### config.mk
export PLATFORM = sky130hd
export DESIGN_NAME = sdram_refresh_mgr
export DESIGN_NICKNAME = d
export VERILOG_FILES = /design/src/rtl/srm_pkg.sv /design/src/rtl/srm_interval_timer.sv /design/src/rtl/srm_pend_tracker.sv /design/src/rtl/sdram_refresh_mgr.sv
export SDC_FILE = /design/constraint.sdc
export NUM_CORES = 1
export LEC_CHECK = 0
export ABC_AREA = 1
export ABC_CLOCK_PERIOD_IN_PS = 3450
export CORE_UTILIZATION = 40
export CTS_BUF_LIST = sky130_fd_sc_hd__clkbuf_8 sky130_fd_sc_hd__clkbuf_16
export CTS_CLUSTER_SIZE = 20
export DETAILED_ROUTE_END_ITERATION = 8
export GPL_TIMING_DRIVEN = 0
export PLACE_DENSITY = 0.64
export SETUP_SLACK_MARGIN = 0.2
export SLEW_MARGIN = 40
export SYNTH_ARGS = -nofsm -noshare
export SYNTH_HDL_FRONTEND = slang
export SYNTH_SLANG_ARGS = --single-unit
export TNS_END_PERCENT = 30
### constraint.sdc
create_clock -name clk -period 3.45 [get_ports clk]
set_input_delay 0.345 -clock clk [delete_from_list [all_inputs] [get_ports clk]]
set_output_delay 0.345 -clock clk [all_outputs]
set_load 0.01 [all_outputs]
### src/rtl/srm_pkg.sv
package srm_pkg;
    typedef enum logic [2:0] {
        ST_RUN,
        ST_REQ,
        ST_HOLD,
        ST_SREQ,
        ST_SELF,
        ST_XWAIT,
        ST_XHOLD
    } srm_state_e;
endpackage

### src/rtl/srm_interval_timer.sv
module srm_interval_timer #(
    parameter int INTERVAL = 1040
) (
    input  logic clk,
    input  logic rst_n,
    input  logic hold,
    output logic tick
);
    localparam int IW = (INTERVAL > 2) ? $clog2(INTERVAL) : 1;
    localparam logic [IW-1:0] LOAD = IW'(INTERVAL - 1);

    logic [IW-1:0] cnt_d, cnt_q;

    always_comb begin
        tick  = 1'b0;
        cnt_d = cnt_q;
        if (hold) begin
            cnt_d = LOAD;
        end else if (cnt_q == '0) begin
            cnt_d = LOAD;
            tick  = 1'b1;
        end else begin
            cnt_d = cnt_q - 1'b1;
        end
    end

    always_ff @(posedge clk) begin
        if (!rst_n) cnt_q <= LOAD;
        else        cnt_q <= cnt_d;
    end
endmodule

### src/rtl/srm_pend_tracker.sv
module srm_pend_tracker #(
    parameter int SLACK = 64
) (
    input  logic clk,
    input  logic rst_n,
    input  logic tick,
    input  logic clear,
    input  logic count_en,
    output logic pending,
    output logic late
);
    localparam int WW = $clog2(SLACK + 1);
    localparam logic [WW-1:0] LIMIT = WW'(SLACK);

    typedef struct packed {
        logic          pend;
        logic [WW-1:0] waited;
    } trk_t;

    trk_t r_d, r_q;

    always_comb begin
        r_d = r_q;
        if (clear) begin
            r_d.pend   = 1'b0;
            r_d.waited = '0;
        end else if (count_en && r_q.pend && (r_q.waited != LIMIT)) begin
            r_d.waited = r_q.waited + 1'b1;
        end
        if (tick) r_d.pend = 1'b1;
    end

    always_ff @(posedge clk) begin
        if (!rst_n) r_q <= '0;
        else        r_q <= r_d;
    end

    assign pending = r_q.pend;
    assign late    = (r_q.waited >= LIMIT);
endmodule

### src/rtl/sdram_refresh_mgr.sv
module sdram_refresh_mgr
    import srm_pkg::*;
#(
    parameter int RANKS        = 2,
    parameter int REF_INTERVAL = 1040,
    parameter int SLACK        = 64,
    parameter int TRC_CYCLES   = 9
) (
    input  logic             clk,
    input  logic             rst_n,
    output logic             ref_req,
    input  logic             ref_gnt,
    output logic             ref_cmd,
    input  logic             sleep_req,
    input  logic             wake,
    input  logic             banks_idle,
    output logic [RANKS-1:0] cke,
    output logic             ready
);
    localparam int CW = (TRC_CYCLES > 2) ? $clog2(TRC_CYCLES) : 1;
    localparam logic [CW-1:0] TRC_LAST = CW'(TRC_CYCLES - 1);

    typedef struct packed {
        srm_state_e    state;
        logic [CW-1:0] cnt;
        logic          more;
        logic          cke;
        logic          cmd;
    } fsm_t;

    fsm_t r_d, r_q;

    logic tick, pending, late;
    logic pend_clr, wait_en, timer_hold;

    assign timer_hold = (r_q.state == ST_SELF) || (r_q.state == ST_XWAIT) ||
                        (r_q.state == ST_XHOLD);

    srm_interval_timer #(.INTERVAL(REF_INTERVAL)) u_timer (
        .clk   (clk),
        .rst_n (rst_n),
        .hold  (timer_hold),
        .tick  (tick)
    );

    srm_pend_tracker #(.SLACK(SLACK)) u_pend (
        .clk      (clk),
        .rst_n    (rst_n),
        .tick     (tick),
        .clear    (pend_clr),
        .count_en (wait_en),
        .pending  (pending),
        .late     (late)
    );

    always_comb begin
        r_d      = r_q;
        r_d.cmd  = 1'b0;
        pend_clr = 1'b0;
        wait_en  = 1'b0;
        unique case (r_q.state)
            ST_RUN: begin
                if (pending) begin
                    r_d.state = ST_REQ;
                    r_d.more  = 1'b0;
                end else if (sleep_req) begin
                    r_d.state = ST_SREQ;
                end
            end
            ST_REQ: begin
                if (ref_gnt) begin
                    r_d.cmd   = 1'b1;
                    r_d.state = ST_HOLD;
                    r_d.cnt   = TRC_LAST;
                    r_d.more  = pending && late;
                    pend_clr  = pending;
                end else begin
                    wait_en = pending;
                end
            end
            ST_HOLD: begin
                if (r_q.cnt == '0) begin
                    r_d.state = r_q.more ? ST_REQ : ST_RUN;
                    r_d.more  = 1'b0;
                end else begin
                    r_d.cnt = r_q.cnt - 1'b1;
                end
            end
            ST_SREQ: begin
                if (ref_gnt && banks_idle) begin
                    r_d.cmd   = 1'b1;
                    r_d.cke   = 1'b0;
                    r_d.state = ST_SELF;
                    pend_clr  = 1'b1;
                end
            end
            ST_SELF: begin
                if (wake) begin
                    r_d.cke   = 1'b1;
                    r_d.state = ST_XWAIT;
                    r_d.cnt   = CW'(1);
                end
            end
            ST_XWAIT: begin
                if (r_q.cnt == '0) begin
                    r_d.state = ST_XHOLD;
                    r_d.cnt   = TRC_LAST;
                end else begin
                    r_d.cnt = r_q.cnt - 1'b1;
                end
            end
            ST_XHOLD: begin
                if (r_q.cnt == '0) begin
                    r_d.state = ST_REQ;
                    r_d.more  = 1'b0;
                end else begin
                    r_d.cnt = r_q.cnt - 1'b1;
                end
            end
            default: r_d.state = ST_RUN;
        endcase
    end

    always_ff @(posedge clk) begin
        if (!rst_n) begin
            r_q.state <= ST_RUN;
            r_q.cnt   <= '0;
            r_q.more  <= 1'b0;
            r_q.cke   <= 1'b1;
            r_q.cmd   <= 1'b0;
        end else begin
            r_q <= r_d;
        end
    end

    assign ref_req = (r_q.state == ST_REQ) || (r_q.state == ST_SREQ);
    assign ref_cmd = r_q.cmd;
    assign ready   = (r_q.state == ST_RUN);

    for (genvar g = 0; g < RANKS; g++) begin : g_cke
        assign cke[g] = r_q.cke;
    end
endmodule

---- After elaboration in Yosys (flattened, before gate mapping) ----
Index checks and enable logic that the tools add are counted.
storage, ports and cells
  register bits after elaboration ......... 29
  bits in latches ......................... 0
  bits in writable memories ............... 0
  bits in read-only memories .............. 0
  input bits .............................. 6
  output and inout port bits .............. 5
  word-level logic and storage cells ...... 81
  memories ................................ 0
cells by class
  add/sub/neg operators ................... 3
  $mul .................................... 0
  div/mod/pow operators ................... 0
  magnitude comparators ................... 1
  eq/ne operators ......................... 17
  shift-type cells ........................ 0
  multiplexer cells ....................... 30
  bitwise logic cells ..................... 1
  reductions and logical operators ........ 21
operators by type and width
  cell                                                count
  case mux 3 bit (7 select lines)                     1
  2-to-1 mux 3 bit                                    6
  case mux 4 bit (4 select lines)                     1
  2-to-1 mux 1 bit                                    13
  zero test 11 bit                                    1
  subtractor 11 x 1 -> 11 bit, second input constant  1
  != test 2 bit, second input constant                5
  == test 3 bit, second input constant                3
  2-to-1 mux 4 bit                                    2
  2-to-1 mux 8 bit                                    1
  != test 2 x 1 -> 1 bit, second input constant       4
  AND reduction 4 bit                                 2
  adder 7 x 1 -> 7 bit, second input constant         1
  >= comparator 7 bit, second input constant          1
  2-to-1 mux 7 bit                                    1
  != test 7 bit, second input constant                1
  AND reduction 7 bit                                 1
  == test 3 x 2 -> 1 bit, second input constant       2
  case mux 1 bit (2 select lines)                     3
  logical AND 1 bit                                   4
  zero test 4 bit                                     1
  nonzero test 2 bit                                  2
  nonzero test 4 bit                                  1
  OR reduction 2 bit                                  2
  11 further kinds                                    13

---- Depth between registers and ports, before layout ----
  word-level depth ........................ 5
  mapped depth ............................ 10
  gate-level depth less buffers ........... 9

---- Cells and area by module ----
A second synthesis with hierarchy kept.
second synthesis, totals
  cell total of the unflattened synthesis .. 287
  area total of the unflattened synthesis .. 1871.8 um^2
modules (own cells, without submodules)
  module              instances  cells an instance  area an instance (um^2)
  sdram_refresh_mgr   1          133                768.2
  srm_interval_timer  1          82                 583.1
  srm_pend_tracker    1          72                 520.5

---- Worst setup path before layout ----
No wires, ideal clock.
  path type ............................... register to register
  from .................................... register r_q[3] in the netlist's numbering
  to ...................................... register r_q[4] in the netlist's numbering
  setup time .............................. 0.116 ns
  arrival ................................. 1.190 ns
  setup slack ............................. 2.144 ns
  cell stages (with the launch flop) ...... 9
  buffers on the path ..................... 0
  period minus slack after synthesis ...... 1.306 ns
  cells stage by stage .................... dfxtp_1 > inv_1 > ha_1 > nand2_1 > nand2_1 > o21ai_2 > nand2_4 > a21oi_1 > nor2_1
between the ends
  longest elaborated chain between the ends .. 3
  elaborated cells between the ends (all ways) .. 7
  those cells by class .................... add/sub (1); eq/ne (1); mux (3); reduce/logical (2)
RTL lines
  element                                                                        RTL line                                           text
  start: declaration                                                             sdram_refresh_mgr.sv:31                            fsm_t r_d, r_q;
  start signal: assignment                                                       sdram_refresh_mgr.sv:132                           r_q <= r_d;
  subtractor 4 x 1 -> 4 bit / zero test 4 bit (equally long branches)            -
  2-to-1 mux 4 bit, or another cell as far along                                 sdram_refresh_mgr.sv:82, sdram_refresh_mgr.sv:113
  case mux 4 bit (4 select lines) / AND reduction 4 bit (equally long branches)  -
Parallel ways exist; a longest one is shown, timed or not. The select of a mux whose other input is x is not followed.
A chain may end at the register's enable or synchronous reset.

---- Worst setup path in the final report ----
  from .................................... register r_q[8] in the netlist's numbering
  to ...................................... output ready
between the ends
  longest elaborated chain between the ends .. 1
RTL lines
  element           RTL line                  text
  zero test 3 bit   sdram_refresh_mgr.sv:138  assign ready = (r_q.state == ST_RUN);
  end: declaration  sdram_refresh_mgr.sv:18   output logic ready
Every way passes these cells.

==> flow_metrics.env <==
export IMPL_input_output_buffers=10
export IMPL_syn_area_per_cell_sq_um=6.92
export IMPL_detailroute_via_count=1548
export IMPL_dp_hpwl_microns=2490
export IMPL_netlist_top_cells_area="sky130_fd_sc_hd__dfxtp_1 (33%), sky130_fd_sc_hd__nand2_1 (14%), sky130_fd_sc_hd__nor2_1 (7.4%), sky130_fd_sc_hd__inv_1 (6.1%), sky130_fd_sc_hd__nand3_1 (5.1%)"
export IMPL_cts_setup_buffers=0
export IMPL_timing_clock_skew_ps=6.10
export IMPL_synth_ff_type="sky130_fd_sc_hd__dfxtp_1"
export IMPL_first_global_vias=1322
export IMPL_synth_top_area_cell="sky130_fd_sc_hd__dfxtp_1"
export IMPL_yosysUniqueCellTypes=30
export IMPL_route_antenna_remaining_nets=0
export IMPL_first_iter_violations=61
export IMPL_drv_max_cap_violation_count=0
export IMPL_number_of_rows_in_the_core_area=23
export IMPL_multi_input_area_sq_um=1000
export IMPL_drv_slew=0
export IMPL_postSynthRegisterBits=29
export IMPL_design_final_nets=284
export IMPL_finalSetupTns_ps=0
export IMPL_vdd_drop_max_uv=282
export IMPL_number_of_remaining_drc_errors=0
export IMPL_finalWorstPathRequiredPeriod_ps=1840
export IMPL_cts_inserted_buffers=5
export IMPL_most_common_cell_in_the_synthesized_netlist="sky130_fd_sc_hd__nand2_1"
export IMPL_num_fill_cells=437
export IMPL_grt_pass1_wl_microns=5490
export IMPL_antenna_violations_before_repair=0
export IMPL_post_syn_instances=257
export IMPL_unrepaired_setup_endpoints_after_global_routing="false"
export IMPL_route_final_wire_length_microns=3300
export IMPL_tightestPinTransition_ps=323
export IMPL_cts_root_buf="sky130_fd_sc_hd__clkbuf_8"
export IMPL_avgViaCountPerCell=4.78
export IMPL_clock_tree_htree_level_count=2
export IMPL_worstSetupEndpointType="output port"
export IMPL_holdWs_ps=389
export IMPL_die_x_microns=68.7
export IMPL_critical_path_class="reg2out"
export IMPL_synth_enable_flop_cells=0
export IMPL_ctsLongestPathBuffers=2
export IMPL_seqCellArea_sq_um=581
export IMPL_synth_yosys_warnings=0
export IMPL_yosys_top_cells_count="sky130_fd_sc_hd__nand2_1 (65), sky130_fd_sc_hd__nor2_1 (35), sky130_fd_sc_hd__dfxtp_1 (29), sky130_fd_sc_hd__inv_1 (29), sky130_fd_sc_hd__nand3_1 (18)"
export IMPL_synth_nets=267
export IMPL_timing_critical_path_arrival_ps=1500
export IMPL_sequential_to_total_area_share_from_yosys_stat_pct=32.6
export IMPL_area_growth_synth_to_final_pct=14.2
export IMPL_achievable_frequency_mhz=542
export IMPL_synth_top_cell_area_share_pct=32.6
export IMPL_average_wire_length_per_cell_after_detail_routing_microns=10.2
export IMPL_globalRoute_totalOverflow=0
export IMPL_relSlewSlack_pct=78.5
export IMPL_rrSetupSlack_ps=1960
export IMPL_power_static_leakage_nw=0.898
export IMPL_slowest_stage="sky130_fd_sc_hd__clkdlybuf4s50_1"
export IMPL_grt_use_total_pct=15.8
export IMPL_detail_route_first_pass_iterations=4
export IMPL_syn_area_sq_um=1780
export IMPL_cts_hold_fix_buffers=0
export IMPL_core_area_sq_um=4140
export IMPL_design_die_area_sq_um=4720
export IMPL_setup_viol=0
export IMPL_min_period_over_period_pct=53.5
export IMPL_power_density_cell_area_nw_per_um2=647
export IMPL_initial_core_util_pct=42.9
export IMPL_clk_insertion_delay_late_ps=290
export IMPL_tritoncts_num_sinks=29
export IMPL_required_ps=3110
export IMPL_layout_drive_gt1_share_pct=16.8
export IMPL_crit_path_cell_trace="buf_6 > nor3_1 > clkdlybuf4s50_1"
export IMPL_hp_class="reg2reg"
export IMPL_tritoncts_clock_tree="done"
export IMPL_timing_critical_path_from_type="flip-flop"
export IMPL_cts_repair_resize_count=0
export IMPL_clkSlewWorstSetupHoldPaths_ps=60
export IMPL_io_pins=11
export IMPL_largest_driver_fanout_on_the_critical_path=10
export IMPL_run_status="complete, no violations"
export IMPL_worst_path_largest_cell_delay_ps=560
export IMPL_report_final_hold_viol_count=0
export IMPL_grt_max_degree=11
export IMPL_antenna_diode_count=0
export IMPL_ys_async_sr_fraction_pct=0
export IMPL_place_gp_congestion=0.754
export IMPL_die_ht_microns=68.7
[worst max-delay path, delay by kind of cell (launching register included)]
kind | cells | cell delay (ps)
buffers and inverters | 2 | 710
DFF | 1 | 320
and+or+nand+nor | 1 | 180
[power by group]
part / total (mW) / switching [mW] / internal, mW
logic: 0.622 / 0.383 / 0.238
registers: 0.404 / 0.0256 / 0.379
clock network: 0.288 / 0.131 / 0.157
total: 1.31 / 0.540 / 0.774
[logic make-up (layout without fill, tap and decap cells)]
| family | count (synthesis) | after routing | share of synthesized area, % |
|---|---|---|---|
| xor+xnor | 7 | 7 | 3.45 |
| simple gates | 146 | 146 | 39.9 |
| compound gates | 30 | 30 | 10.3 |
| buf+inv | 41 | 58 | 10.9 |
| flops | 29 | 29 | 32.6 |
| fa+ha+maj | 4 | 4 | 2.81 |
[worst paths after layout]
check | endpoint | startpoint | cells after the start
max | ready | r_q[8] | 3
min | u_timer.cnt_q[0] | u_timer.cnt_q[0] | 1
max reg2reg | r_q[2] | r_q[3] | 9
min reg2reg | u_timer.cnt_q[0] | u_timer.cnt_q[0] | 1
[layout make-up]
cell class              count  share of cell area [%]
repair buffers             10                    4.93
flip-flops and latches     29                    28.6
clock inverters             1                   0.369
multi-input cells         187                    49.4
plain buffers               5                    2.40
well taps                  50                    3.08
inverters                  36                    7.14
clock buffers               6                    4.06
[placed cells by master, fill, tap and decap left out, types with 3 or more instances in the layout]
master                            count
sky130_fd_sc_hd__xor2_1               6
sky130_fd_sc_hd__inv_2                5
sky130_fd_sc_hd__nand4_1              4
sky130_fd_sc_hd__nor2_1              35
sky130_fd_sc_hd__nand2_1             65
sky130_fd_sc_hd__a21oi_1             16
sky130_fd_sc_hd__nand3_2              5
sky130_fd_sc_hd__buf_6                3
sky130_fd_sc_hd__nor2_4               6
sky130_fd_sc_hd__nand2_2              3
sky130_fd_sc_hd__nand3_1             18
sky130_fd_sc_hd__inv_1               29
sky130_fd_sc_hd__dfxtp_1             29
sky130_fd_sc_hd__nor2_2               4
sky130_fd_sc_hd__nand2_4              4
sky130_fd_sc_hd__ha_1                 4
sky130_fd_sc_hd__o21ai_0              5
sky130_fd_sc_hd__clkbuf_8             6
sky130_fd_sc_hd__clkdlybuf4s50_1     10
[flip-flops by register name, indices dropped and copies added, names as in the netlist]
signal,flops
u_pend.r_q,7
u_pend.pending,1
ref_cmd,1
r_q,8
u_timer.cnt_q,11
cke,1
[routing by layer]
| metal | vias up | track usage, % | routed length [microns] |
|---|---|---|---|
| li1 | 848 | - | - |
| met1 | 679 | 19.5 | 1670 |
| met2 | 14 | 24.9 | 1450 |
| met3 | 7 | 3.95 | 101 |
| met4 | 0 | 9.18 | 75 |
| met5 | - | 0 | 0 |
[metrics by stage]
stage / area, sq um / utilization (%) / power [mW] / instances / worst slack (ps)
6_report: 2030 / 49.0 / 1.31 / 324 / 1610
2_1_floorplan: 1780 / - / 0.913 / 257 / 2140
3_3_place_gp: 1940 / 46.9 / 1.03 / 317 / 1810
3_5_place_dp: 1940 / 46.9 / 1.03 / 317 / 1810
4_1_cts: 2030 / 49.0 / 1.33 / 324 / 1580
5_1_grt: 2030 / 49.0 / 1.43 / 324 / 1520
No activity file was read; power rests on OpenSTA's default activity.
